### config.mk
export PLATFORM = sky130hd
export DESIGN_NAME = strap_sampler
export DESIGN_NICKNAME = d
export VERILOG_FILES = /design/src/rtl/strap_pkg.sv /design/src/rtl/strap_sync.sv /design/src/rtl/strap_window_timer.sv /design/src/rtl/strap_capture.sv /design/src/rtl/strap_sampler.sv
export SDC_FILE = /design/constraint.sdc
export NUM_CORES = 1
export LEC_CHECK = 0
export ABC_AREA = 1
export BUFFER_PORTS_ARGS = -buffer_cell sky130_fd_sc_hd__buf_2
export CORE_UTILIZATION = 44
export CTS_BUF_LIST = sky130_fd_sc_hd__clkbuf_2 sky130_fd_sc_hd__clkbuf_4 sky130_fd_sc_hd__clkbuf_8
export CTS_CLUSTER_DIAMETER = 200
export CTS_CLUSTER_SIZE = 20
export DETAILED_ROUTE_END_ITERATION = 12
export PLACE_DENSITY_LB_ADDON = 0.25
export SETUP_SLACK_MARGIN = 0.2
export SKIP_CTS_REPAIR_TIMING = 1
export SLEW_MARGIN = 20
export SYNTH_ARGS = -nofsm -noshare
export SYNTH_HDL_FRONTEND = slang
export SYNTH_SLANG_ARGS = --single-unit
### constraint.sdc
create_clock -name clk -period 4.3 [get_ports clk]
set_clock_uncertainty 0.05 [all_clocks]
set_input_delay 0.86 -clock clk [delete_from_list [all_inputs] [get_ports clk]]
set_output_delay 0.86 -clock clk [all_outputs]
set_load 0.05 [all_outputs]
### src/rtl/strap_pkg.sv
package strap_pkg;

    localparam int STRAP_PINS = 5;
    localparam int FS_BITS    = 4;

    typedef enum logic [1:0] {
        ST_WINDOW  = 2'd0,
        ST_LATCHED = 2'd1,
        ST_RUN     = 2'd2
    } strap_state_e;

    typedef struct packed {
        logic               mode;
        logic [FS_BITS-1:0] fs;
    } strap_cfg_t;

    function automatic strap_cfg_t unpack_pads(input logic [STRAP_PINS-1:0] p);
        strap_cfg_t c;
        c.fs   = p[FS_BITS-1:0];
        c.mode = p[FS_BITS];
        return c;
    endfunction

    function automatic logic [FS_BITS-1:0] pick_fs(input logic use_sw,
                                                   input logic [FS_BITS-1:0] sw,
                                                   input logic [FS_BITS-1:0] hw);
        return use_sw ? sw : hw;
    endfunction

endpackage

### src/rtl/strap_sync.sv
module strap_sync #(
    parameter int WIDTH = 1
) (
    input  logic             clk,
    input  logic             rst,
    input  logic [WIDTH-1:0] d,
    output logic [WIDTH-1:0] q
);
    for (genvar g = 0; g < WIDTH; g++) begin : g_bit
        logic s1, s2;
        always_ff @(posedge clk) begin
            if (rst) begin
                s1 <= 1'b0;
                s2 <= 1'b0;
            end else begin
                s1 <= d[g];
                s2 <= s1;
            end
        end
        assign q[g] = s2;
    end
endmodule

### src/rtl/strap_window_timer.sv
module strap_window_timer #(
    parameter int WIN_TICKS = 2000
) (
    input  logic clk,
    input  logic rst,
    input  logic tick,
    output logic expire
);
    localparam int CW = (WIN_TICKS > 1) ? $clog2(WIN_TICKS) : 1;
    localparam logic [CW-1:0] LAST = CW'(WIN_TICKS - 1);

    logic [CW-1:0] cnt;
    logic          armed;

    assign expire = armed && tick && (cnt == LAST);

    always_ff @(posedge clk) begin
        if (rst) begin
            cnt   <= '0;
            armed <= 1'b1;
        end else if (armed && tick) begin
            if (cnt == LAST) begin
                armed <= 1'b0;
            end else begin
                cnt <= cnt + 1'b1;
            end
        end
    end
endmodule

### src/rtl/strap_capture.sv
module strap_capture
    import strap_pkg::*;
(
    input  logic                  clk,
    input  logic                  rst,
    input  logic                  expire,
    input  logic [STRAP_PINS-1:0] pads_sync,
    output strap_cfg_t            cfg,
    output logic                  done
);
    strap_state_e state;

    always_ff @(posedge clk) begin
        if (rst) begin
            state <= ST_WINDOW;
            cfg   <= '0;
        end else begin
            case (state)
                ST_WINDOW: if (expire) begin
                    cfg   <= unpack_pads(pads_sync);
                    state <= ST_LATCHED;
                end
                ST_LATCHED: state <= ST_RUN;
                default:    state <= ST_RUN;
            endcase
        end
    end

    assign done = (state == ST_RUN);
endmodule

### src/rtl/strap_sampler.sv
module strap_sampler
    import strap_pkg::*;
#(
    parameter int WIN_TICKS = 2000
) (
    input  logic                  clk,
    input  logic                  pwr_good,
    input  logic                  tick,
    input  logic [STRAP_PINS-1:0] strap_pad,
    input  logic                  pin2_pad,
    input  logic                  sw_sel,
    input  logic [FS_BITS-1:0]    sw_fs,
    output logic [STRAP_PINS-1:0] strap_oe,
    output logic                  pin2_oe,
    output logic                  pci_stop_n,
    output logic [FS_BITS-1:0]    fs_code,
    output logic                  mode_bit,
    output logic [FS_BITS-1:0]    active_fs,
    output logic                  done
);
    localparam int SYNC_W = STRAP_PINS + 1;

    logic              rst;
    logic [SYNC_W-1:0] sync_q;
    logic              expire;
    strap_cfg_t        cfg;

    assign rst = ~pwr_good;

    strap_sync #(.WIDTH(SYNC_W)) u_sync (
        .clk (clk),
        .rst (rst),
        .d   ({pin2_pad, strap_pad}),
        .q   (sync_q)
    );

    strap_window_timer #(.WIN_TICKS(WIN_TICKS)) u_timer (
        .clk    (clk),
        .rst    (rst),
        .tick   (tick),
        .expire (expire)
    );

    strap_capture u_cap (
        .clk       (clk),
        .rst       (rst),
        .expire    (expire),
        .pads_sync (sync_q[STRAP_PINS-1:0]),
        .cfg       (cfg),
        .done      (done)
    );

    assign strap_oe   = {STRAP_PINS{done}};
    assign fs_code    = cfg.fs;
    assign mode_bit   = cfg.mode;
    assign active_fs  = pick_fs(sw_sel, sw_fs, cfg.fs);
    assign pin2_oe    = done & cfg.mode;
    assign pci_stop_n = (done && !cfg.mode) ? sync_q[STRAP_PINS] : 1'b1;
endmodule

==> flow_metrics.py <==
metrics = {
    "global_routing": {
        "grt_pass1_wl_um": 4160,
        "grt-ovfl-total": 0,
        "antenna_found_initial": 0,
        "grt_use_total_pct": 16.6,
        "grt_pass1_vias": 988,
        "grt_max_degree": 25,
    },
    "finish": {
        "multi_input_area_um2": 563,
        "instances_no_fill": 260,
        "n_antenna_cell": 0,
        "ff_latch_area_um2": 621,
        "drive_gt1_share_pct": 18.3,
        "layout.nets": 243,
        "final_common_cell": "nand2_1",
        "nFillCells": 296,
        "area_growth_pct": 12.7,
        "most-common-layout-cells": "nand2_1 (57), nor2_1 (37), inv_1 (32)",
    },
    "route": {
        "vias_per_cell": 4.51,
        "wl_per_cell_um": 9.02,
        "vias": 1172,
        "drtAntennaViolNets": 0,
        "wl_um": 2350,
        "drt_iter0_markers": 27,
        "drt_first_pass_iters": 8,
        "drc": 2,
    },
    "timing": {
        "fin_crit_ns": 2.35,
        "layout_worst_path_cycle_share_pct": 54.7,
        "fin_tns_setup_ns": 0,
        "setup_viol": 0,
        "rsz0062_at_grt": "false",
        "whs_ns": 0.372,
        "tightest_slew_ns": 0.473,
        "final-max-slew-violation-count": 0,
        "hold_violations": 0,
        "fin_ws_ns": 1.95,
        "relSlewSlack_pct": 68.4,
        "fmax_mhz": 425,
    },
    "worst_setup_path": {
        "cpMostUsedCell": "buf_2",
        "cp_top_family": "buffers and inverters",
        "cp_num_buf_inv": 2,
        "slowest_delay_ns": 0.28,
        "critPathKind": "input pin to primary output",
        "path_cells": "buf_2, o21ai_0, buf_2",
        "cp.required_ns": 3.39,
        "r2r-start": "u_timer.cnt[0]",
        "crit_start": "sw_sel",
        "r2r_setup_slack_ns": 2.56,
        "critPathMaxFanout": 8,
        "reg2reg_depth": 6,
        "setup.worst_path.end_class": "primary output",
        "critPathSlowestCell": "buf_2",
        "r2r-end": "u_cap.cfg[4]",
        "cp.depth": 3,
        "crit_path_start_kind": "input pin",
        "crit_arrival_ns": 1.44,
        "worstSetupEndpoint": "active_fs[2]",
    },
    "yosys": {
        "syn_nets": 214,
        "synth_cells": 199,
        "ys_seq_area_share_pct": 45.0,
        "ys_seq_elements": 31,
        "ys.warnings.count": 0,
        "syn_area_per_cell_um2": 6.92,
        "synth.top_cells.by_area": "dfxtp_1 (45%), nand2_1 (16%), nor2_1 (10%)",
        "synth_top_cell_by_area": "dfxtp_1",
        "synth.distinct_cells": 21,
        "synth_area_mm2": 0.00138,
        "synth_top_area_share_pct": 45.0,
    },
    "die": {
        "design.core.area_mm2": 0.00285,
        "start_util_pct": 48.3,
        "die_area_mm2": 0.00336,
        "die-height_um": 58.0,
        "die-width_um": 58.0,
        "num_rows": 19,
        "ios": 31,
    },
    "clocking": {
        "cts_tree": "done",
        "clockRootBuffer": "clkbuf_4",
        "clock-sinks": 31,
        "path_clk_slew_ns": 0.09,
        "clock_path_buffers": 2,
        "cts_buffers": 5,
        "htree_num_levels": 2,
        "clk_latency_ns": 0.32,
    },
    "power_and_ir_drop": {
        "power_leakage_nw": 0.846,
        "finalPower_uw": 486,
        "powerDensity_mw_per_mm2": 313,
        "irDropWorstVdd_uv": 217,
    },
    "placed_design": {
        "hpwl_um": 1760,
        "placed_cells": 252,
        "globalplace.congestion": 0.782,
        "preCtsSetupSlack_ns": 1.95,
        "portBuffers": 30,
    },
    "job": {
        "drv_cap": 0,
    },
    "run_status": {
        "status": "finished with violations",
        "violations": "design-rule violations",
    },
    "hold_path": {
        "hp-class": "flip-flop to flip-flop",
    },
}
## cell usage after synthesis
cell type and n:
clkbuf_8 1, buf_4 5, nor3_1 2, buf_6 1, ha_1 1, nand4_1 3, a21oi_1 4, inv_2 1
dfxtp_1 31, nor2_1 37, nand3_1 8, nand3_2 1, nand3_4 1, xnor2_1 1, xor2_1 3, clkinv_1 1
o21ai_0 7, inv_1 32, clkbuf_1 1, nand2_4 1, nand2_1 57
## final cells by class
cell class | count | share of cell area, %
well taps | 31 | 2.50
clock buffers | 5 | 2.42
flip-flops and latches | 31 | 40.0
inverters | 34 | 8.22
repair buffers | 30 | 9.67
multi-input cells | 126 | 36.3
clock inverters | 3 | 0.967
## metal layers
layer / part of all wire (%) / up-vias / global-route usage (%)
li1: - / 647 / -
met3: 4.5 / 6 / 5.36
met1: 49 / 494 / 21.1
met5: 0 / - / 0
met4: 1.5 / 0 / 7.14
met2: 45 / 25 / 25.9
## worst min path at each step
stage,slack (ns),end,startpoint,cells after the start
after floorplan,0.34,u_sync.g_bit[0].s2,u_sync.g_bit[0].s1,2
after global placement,0.34,u_sync.g_bit[3].s2,u_sync.g_bit[3].s1,2
after detailed placement,0.35,u_sync.g_bit[3].s2,u_sync.g_bit[3].s1,2
after CTS,0.37,u_sync.g_bit[3].s2,u_sync.g_bit[3].s1,2
after global routing,0.39,u_sync.g_bit[2].s2,u_sync.g_bit[2].s1,2
final,0.37,u_sync.g_bit[3].s2,u_sync.g_bit[3].s1,2
## cells by family (layout without fill, tap and decap cells)
family | after synthesis | count (layout) | share of synthesized area [%]
xor gates and xnor gates | 4 | 4 | 2.54
adders and majority gates | 1 | 1 | 0.908
DFF | 31 | 31 | 45.1
AOI/OAI and AO/OA | 11 | 11 | 4.00
buffers and inverters | 42 | 72 | 14.1
and+or+nand+nor | 110 | 110 | 33.4
## where the power goes
| part | switching [mW] | leakage [nW] | internal [mW] |
|---|---|---|---|
| sequential | 0.00366 | 0.253 | 0.294 |
| clock | 0.0939 | 0.0347 | 0.0607 |
| combinational | 0.0229 | 0.558 | 0.0109 |
| total | 0.120 | 0.846 | 0.366 |
## worst reg2reg max path: stages (launching register included)
cell and delay (ns):
dfxtp_1 0.40, ha_1 0.25, nand3_2 0.14, nor2_1 0.12, nand4_1 0.38, nor2_1 0.23
nor2_1 0.06
## registers in the layout (all words and copies together), names as in the netlist
name,count
u_cap.cfg,5
u_timer.armed,1
u_timer.cnt,11
u_sync.g_bit.s2,6
u_sync.g_bit.s1,6
u_cap.state,2
## per-stage QoR
stage / util, % / cell area [um2]
after detailed placement: 52.6 / 1500
after floorplan: - / 1380
after global routing: 54.4 / 1550
after CTS: 54.4 / 1550
final: 54.4 / 1550
after global placement: 52.6 / 1500
No activity file was read; power rests on OpenSTA's default activity.
